File: config.mk
export PLATFORM = sky130hd
export DESIGN_NAME = xor_mask_compactor
export DESIGN_NICKNAME = d
export VERILOG_FILES = /design/src/rtl/xor_mask_compactor.sv
export SDC_FILE = /design/constraint.sdc
export NUM_CORES = 1
export LEC_CHECK = 0
export ABC_AREA = 1
export CORE_UTILIZATION = 60
export CTS_BUF_LIST = sky130_fd_sc_hd__clkbuf_16
export CTS_CLUSTER_DIAMETER = 150
export DETAILED_ROUTE_END_ITERATION = 7
export GPL_TIMING_DRIVEN = 0
export PLACE_DENSITY = 0.84
export SLEW_MARGIN = 20
export SYNTH_ARGS = -nofsm -noshare
export SYNTH_HDL_FRONTEND = slang
export SYNTH_SLANG_ARGS = --single-unit
File: constraint.sdc
create_clock -name clk -period 3.9 [get_ports clk]
set_input_delay 0.585 -clock clk [delete_from_list [all_inputs] [get_ports clk]]
set_output_delay 0.585 -clock clk [all_outputs]
set_load 0.05 [all_outputs]
File: src/rtl/xor_mask_compactor.sv
module xor_mask_compactor #(
  parameter int NUM_CHAINS = 16,
  parameter int NUM_OUTS   = 2
) (
  input  logic                  clk,
  input  logic                  rst_n,
  input  logic                  scan_en,
  input  logic [NUM_CHAINS-1:0] chain_in,
  input  logic [1:0]            mask_sel,
  input  logic                  mload_en,
  input  logic                  mload_sel,
  input  logic                  mload_data,
  output logic [1:0]            load_done,
  output logic [NUM_OUTS-1:0]   comp_out
);
  localparam int PER_OUT = NUM_CHAINS / NUM_OUTS;
  localparam int CNT_W   = $clog2(NUM_CHAINS + 1);
  localparam logic [CNT_W-1:0] FULL = CNT_W'(NUM_CHAINS);

  logic [NUM_CHAINS-1:0] mask_r0, mask_r1;
  logic [CNT_W-1:0]      cnt_r0, cnt_r1;
  logic [NUM_CHAINS-1:0] kill, gated;
  logic [NUM_OUTS-1:0]   fold;

  wire ld0 = !scan_en && mload_en && !mload_sel;
  wire ld1 = !scan_en && mload_en &&  mload_sel;

  assign kill  = ({NUM_CHAINS{mask_sel[0]}} & mask_r0) | ({NUM_CHAINS{mask_sel[1]}} & mask_r1);
  assign gated = chain_in & ~kill;

  for (genvar j = 0; j < NUM_OUTS; j++) begin : g_out
    logic [PER_OUT-1:0] grp;
    for (genvar k = 0; k < PER_OUT; k++) begin : g_tap
      assign grp[k] = gated[k*NUM_OUTS + j];
    end
    assign fold[j] = ^grp;
  end

  always_ff @(posedge clk or negedge rst_n) begin
    if (!rst_n) begin
      mask_r0 <= '0;
      mask_r1 <= '0;
    end else begin
      if (ld0) mask_r0 <= {mload_data, mask_r0[NUM_CHAINS-1:1]};
      if (ld1) mask_r1 <= {mload_data, mask_r1[NUM_CHAINS-1:1]};
    end
  end

  always_ff @(posedge clk or negedge rst_n) begin
    if (!rst_n) begin
      cnt_r0 <= '0;
      cnt_r1 <= '0;
    end else if (scan_en) begin
      cnt_r0 <= '0;
      cnt_r1 <= '0;
    end else begin
      if (ld0 && cnt_r0 != FULL) cnt_r0 <= cnt_r0 + 1'b1;
      if (ld1 && cnt_r1 != FULL) cnt_r1 <= cnt_r1 + 1'b1;
    end
  end

  assign load_done = {cnt_r1 == FULL, cnt_r0 == FULL};

  always_ff @(posedge clk or negedge rst_n) begin
    if (!rst_n)       comp_out <= '0;
    else if (scan_en) comp_out <= fold;
    else              comp_out <= '0;
  end
endmodule

==> key figures, run 1 <==
Global route
  • Largest net degree at the start of global routing: 33
  • First-pass GRT wire length: 9730 microns
  • Initial antenna violation count: 0
  • Number of global-route vias before repair: 2191
  • GRT overflow: 0
  • All-layer global routing usage: a little under a third

Synth
  • Synthesized instance count: roughly 340
  • Flip-flop and latch count after synthesis: 44
  • Sequential fraction of the synthesis area: between 40 and 50%
  • Synth area leader: dfrtp_1
  • Mean Syn Cell Area: just over 7 sq um
  • Area fraction of the dominant cell type after synthesis: between 40 and 50%
  • Synth warn: 0
  • Synth Net Count: ~370
  • Mapped Area: between 2000 and 2500 sq um
  • Cell variety after synth: 22
  • Largest cells by area after synthesis: dfrtp_1 46%, nand2_1 21%, inv_1 7.8%

Final layout
  • Most frequent cells in the layout: 134 x nand2_1, 51 x inv_1, 44 x dfrtp_1
  • N_diodes: 0
  • Layout area overhead: 20.0%
  • Leading cell type in the layout, fill and taps excluded: nand2_1
  • Final std cells w/o fill: 420
  • Finished Core Util: about 77%
  • Area used by multi-input combinational logic: ~1100 sq um
  • Layout cell share with drive strength beyond 1: between 6 and 7%
  • Fill cell count: between 200 and 300
  • Layout Nets: roughly 400
  • Sequential cell area: roughly 1100 sq um

STA
  • Final worst slack: 1.38 ns
  • Worst-Margin Slew: 0.504 ns
  • Final setup fails: 0
  • Post-route clock period utilization: 64.7%
  • Slew Limit Fails: 0
  • Tmin final: 2.52 ns
  • Clk_skew: about 0.0086 ns
  • Hold Vio Cnt, Final: 0
  • RSZ-0062 raised after global routing: no
  • Max_slew headroom: roughly two thirds
  • Setup_tns: 0 ns
  • Max frequency: ~400 MHz

Floorplanning
  • Height of the chip: roughly 65 microns
  • # rows: 22
  • Die area: ~4200 sq um
  • Io pins: 28
  • Chip width: between 60 and 70 microns
  • Core area: ~3700 sq um
  • Starting density of the core: ~64%

Clocking
  • CTS tree: done
  • Setup Buffers After CTS: 0
  • Worst skew pair latency: 0.29 ns
  • Cts hold-fix bufs: 0
  • Clock sinks: 44
  • Maximum clock path buffer count: 2
  • Root Buffer: clkbuf_16
  • Post-CTS sizing: 0
  • TritonCTS buffer count: 5
  • Clk slew on worst S/H paths: ~0.07 ns
  • H-tree levels: 2

Pwr
  • Comb pwr share: 22.4%
  • Internal Power: between 900 and 1000 uW
  • Register share of total power: between 40% and 50%
  • Sw power: roughly 430 uW
  • Switching share of total power: a little under a third
  • Maximum vdd drop: between 200 and 300 uV
  • Clock share of power: 34.0%
  • Leak: between 0.0015 and 0.002 uW
  • Total Power: between 1000 and 1500 uW
  • PD cells: a little under 500 nW/um^2

Route
  • Antenna violation net count after detailed routing: 0
  • DR vias/cell: between 5 and 6
  • DRC errors left: 0
  • Final wirelength: 5500 microns
  • Detailed-route wire length per cell: between 10 and 15 microns
  • DRT Pass-1 Iters: 4
  • Via count: 2200
  • 1st-iter DRT viols: ~190

Place
  • Placed cell count: approximately 410
  • Port bufs: 24
  • Detailed placement HPWL: 3830 microns
  • Gp weighted congestion: between 0.7 and 0.8
  • Setup WS pre-CTS: about 1.6 ns

Min path
  • Hold Crit Class: primary input to async pin

Status
  • Outcome: finished, final reports clean

Worst setup path
  • Startpoint class of the critical path: register
  • Crit Path Max Fanout: 4
  • Worst endpoint data arrival time: roughly 1.9 ns
  • Critical Path Sink Type: output port
  • Worst setup path class: register to output port
  • Worst path required time: between 3 and 4 ns

Job
  • Max-cap viol count: 0
cell type report:
class	instances	area share [%]
buffer	9	1.74
clock buffer	5	4.35
clock inverter	3	1.35
inverter	50	6.53
multi-input combinational	236	36.7
sequential	44	38.3
tap	48	2.09
timing repair buffer	25	8.88
flip-flops by register name, summed over array words and instances, names as in the netlist:
signal	count
mask_r0	16
mask_r1	16
cnt_r0	5
cnt_r1	5
comp_out	2
Yosys cell counts, drive strengths merged:
library cell / n
a211oi: 1
o21ai: 35
a21oi: 2
clkbuf: 3
nand4: 1
nor3: 6
nor3b: 1
nand3: 23
a31oi: 1
ha: 4
dfrtp: 44
nand2: 137
nor2: 25
buf: 6
inv: 50
power groups by stage:
stage / registers, uW / logic (uW) / clock network [uW]
after global routing: 612 / 359 / 486
final: 603 / 310 / 471
after floorplan: 610 / 193 / 0
after CTS: 602 / 309 / 469
after detailed placement: 605 / 301 / 0
after global placement: 603 / 286 / 0
logic make-up (layout without fill, tap and decap cells):
logic type / Yosys count / in the layout / share of synthesized area (%)
adders and majority gates: 4 / 4 / 2.09
AOI/OAI and AO/OA: 39 / 39 / 8.31
and+or+nand+nor: 193 / 193 / 33.7
DFF: 44 / 44 / 46.0
buffers and inverters: 59 / 92 / 9.93
critical path, cell delays in order, from the launching register on:
cell             delay [ns]
dfrtp_1                0.42
inv_1                  0.09
ha_1                   0.14
nand3_1                0.13
inv_1                  0.08
clkdlybuf4s50_1        0.79
metrics by stage:
step / hold slack [ns] / area, sq um
2_1_floorplan: 0.289 / 2390
3_3_place_gp: 0.458 / 2700
3_5_place_dp: 0.478 / 2710
4_1_cts: 0.206 / 2870
5_1_grt: 0.218 / 2870
6_report: 0.193 / 2870
per-layer routing:
layer	GRT usage, %	wire length (microns)
met1	37.1	2390
met2	51.2	2710
met3	6.60	255
met4	12.2	146
met5	0	0
worst paths after layout:
check | end | startpoint | cells past startpoint | slack, ns
min in group clk | mask_r0[0] | mask_r0[0] | 2 | 0.49
min reg2reg | mask_r0[0] | mask_r0[0] | 2 | 0.49
max | load_done[1] | cnt_r1[1] | 5 | 1.38
max reg2reg | cnt_r1[3] | cnt_r1[1] | 8 | 2.44
min | cnt_r0[4] | rst_n | 1 | 0.19
max in group asynchronous | mask_r0[6] | rst_n | 2 | 3.23
Power figures use the tool's default switching activity.
==> inputs of run 2 (changes only) <==
CORE_UTILIZATION = 50   (was 60)
PLACE_DENSITY = 0.74   (was 0.84)
clock period = 2.1 ns   (was 3.9 ns; I/O delays follow)
==> run 2 against run 1 <==
Effect of this change:
- the run now ends with DRC left
- sequential power is 84% higher
- design area is 0.44% higher
- flip-flop and latch count unchanged
- largest power group unchanged
- worst hold slack gained 0.072 ns
- power grew 85%
- register-to-register slack got worse by 1.8 ns
- non-clock buffer count up 1
- core utilization shrank 12 points
- final cell count rose by 1.2%
==> key figures, run 2 (synthesis results as in run 1) <==
STA
  • Setup_tns: 0 ns (unchanged)
  • Post-route clock period utilization: 94.1%
  • Max frequency: around 510 MHz
  • Max_slew headroom: 67.4% (+1.1 points)
  • Hold Vio Cnt, Final: 0 (unchanged)
  • Tmin final: roughly 2 ns
  • Slew Limit Fails: 0 (unchanged)
  • RSZ-0062 raised after global routing: no
  • Worst-Margin Slew: 0.488 ns (-0.0168 ns)
  • Clk_skew: 0.00595 ns (-0.00260 ns)
  • Final setup fails: 0 (unchanged)

Route
  • Via count: 2106 (-4.3%)
  • DRC errors left: 5 (+5)
  • Met3 wire len: 237 microns (-7.1%)
  • Detailed-route wire length per cell: 12.3 microns (-6.2%)
  • Antenna violation net count after detailed routing: 0 (unchanged)
  • DRT Pass-1 Iters: 8 (+4)
  • 1st-iter DRT viols: 155 (-17%)
  • DR vias/cell: 4.96 (-5.4%)
  • Final wirelength: 5220 microns (-5.1%)
  • DR WL met2: 2430 microns (-10%)
  • Top sig layer: met4
  • WL met1: 2520 microns (+5.6%)

Clocking
  • Setup Buffers After CTS: 0 (unchanged)
  • CTS tree: done
  • Worst skew pair latency: 0.29 ns (about the same)
  • Maximum clock path buffer count: 2 (unchanged)
  • H-tree levels: 2 (unchanged)
  • Clk slew on worst S/H paths: 0.06 ns (about the same)
  • TritonCTS buffer count: 5 (unchanged)
  • Clock sinks: 44 (unchanged)
  • Root Buffer: clkbuf_16

Min path
  • Hold path depth: 2
  • Hold Crit Class: primary input to register

Floorplanning
  • Io pins: 28 (unchanged)
  • Chip width: 71.2 microns (+9.3%)
  • Core area: 4470 sq um (+20%)
  • Starting density of the core: 53.5% (-10 points)
  • Height of the chip: 71.2 microns (+9.3%)
  • Die area: 5070 sq um (+19%)
  • # rows: 24 (+9.1%)

Pwr
  • PD cells: 886 nW/um^2 (+84%)
  • Total Power: 2560 uW (+85%)
  • Switching share of total power: 30.5% (-0.33 points)
  • Register share of total power: 43.5% (about the same)
  • Internal Power: 1780 uW (+86%)
  • Maximum vdd drop: 419 uV (+48%)
  • Leak: 0.00155 uW (+0.91%)
  • Sw power: 781 uW (+83%)
  • Comb pwr share: 22.0% (-0.4 points)
  • Clock share of power: 34.5% (+0.5 points)

Final layout
  • Leading cell type in the layout, fill and taps excluded: nand2_1
  • Layout cell share with drive strength beyond 1: 6.43% (-0.017 points)
  • Most frequent cells in the layout: 134 x nand2_1, 51 x inv_1, 44 x dfrtp_1
  • N_diodes: 0 (unchanged)
  • Biggest registers after layout: mask_r0: 16 flops, mask_r1: 16 flops
  • Layout Nets: 400 (+0.25%)
  • Layout area overhead: 20.5%

Global route
  • All-layer global routing usage: 24.2% (-5.9 points)
  • Number of global-route vias before repair: 2090 (-4.6%)
  • First-pass GRT wire length: 9430 microns (-3.1%)
  • Initial antenna violation count: 0 (unchanged)
  • Largest net degree at the start of global routing: 27 (-18%)
  • GRT overflow: 0 (unchanged)

Worst setup path
  • Reg2reg path depth: 8 (unchanged)
  • Crit-path most repeated cell: inv_1
  • Startpoint class of the critical path: register
  • Reg2reg setup slack: 0.67 ns (-1.77 ns)
  • Worst endpoint data arrival time: 1.66 ns (-0.28 ns)
  • Worst setup path class: register to output port
  • Worst path required time: 1.78 ns (-1.53 ns)
  • Cell Chain, Critical Path: inv_1 > ha_1 > nand3_1 > inv_1 > dlygate4sd2_1
  • CP max-delay cell: dlygate4sd2_1
  • Critical Path Sink Type: output port
  • Largest stage delay, worst path: 0.52 ns (-0.27 ns)
  • Crit Path Max Fanout: 4 (unchanged)

Place
  • Port bufs: 24 (unchanged)
  • Gp weighted congestion: 0.805 (+7.2%)
  • Detailed placement HPWL: 3780 microns (-1.4%)

Status
  • Outcome: complete, but fails checks
  • Failing checks: DRC

Job
  • Max-cap viol count: 0 (unchanged)
-- run 2: cell types whose count changed in the layout (fill, tap and decap cells not counted) --
cell	change
clkdlybuf4s50_1	-2
dlygate4sd2_1	+2
dlygate4sd3_1	+1
-- run 2: worst paths after layout --
check	start	endpoint
max	cnt_r1[1]	load_done[1]
min	scan_en	cnt_r0[3]
max reg2reg	cnt_r1[1]	cnt_r1[3]
min reg2reg	mask_r0[0]	mask_r0[0]
max in group asynchronous	rst_n	mask_r0[15]
min in group asynchronous	rst_n	mask_r1[1]
-- run 2: worst max-delay path: cells and delay by family, from the launching register on --
| kind | cells | cell delay [ns] |
|---|---|---|
| flops | 1 | 0.41 |
| buf+inv | 3 | 0.69 |
| fa+ha+maj | 1 | 0.14 |
| simple gates | 1 | 0.13 |
-- run 2: cell type report --
type	instances	area, sq um
Buffer	9	50.0
Tap cell	52	65.1
Fill cell	394	1590
Clock inverter	3	38.8
Clock buffer	5	125
Timing Repair Buffer	26	263
Multi-Input combinational cell	236	1060
Inverter	50	188
Sequential cell	44	1100
-- run 2: timing repair --
item | 4_1_cts | 5_1_grt
hold buffers | 1 | 0
setup endpoints to repair | 2 | 0
gates resized for setup | 2 | 0
endpoints found under the hold margin | 18 | 0
-- run 2: per-layer routing --
metal,vias to the layer above,global-route usage (%)
li1,1108,-
met4,0,6.67
met5,-,0
met3,3,5.70
met1,957,32.4
met2,38,39.6
-- run 2: power groups by stage --
stage	Clock, uW	Sequential, uW	Combinational [uW]
2_1_floorplan	0	1130	359
3_3_place_gp	0	1120	534
3_5_place_dp	0	1120	556
4_1_cts	895	1110	564
5_1_grt	931	1130	664
6_report	883	1110	563
-- run 2: metrics by stage --
step | setup slack, ns | cell area [sq um] | util [%] | cells | hold slack, ns
final | 0.125 | 2890 | 64.5 | 425 | 0.265
after global routing | 0.0116 | 2890 | 64.5 | 425 | 0.269
after CTS | 0.110 | 2890 | 64.5 | 425 | 0.263
after detailed placement | 0.0621 | 2720 | 60.7 | 416 | 0.290
after global placement | -0.461 | 2700 | 60.3 | 415 | 0.461
after floorplan | 0.755 | 2390 | - | 339 | 0.0194
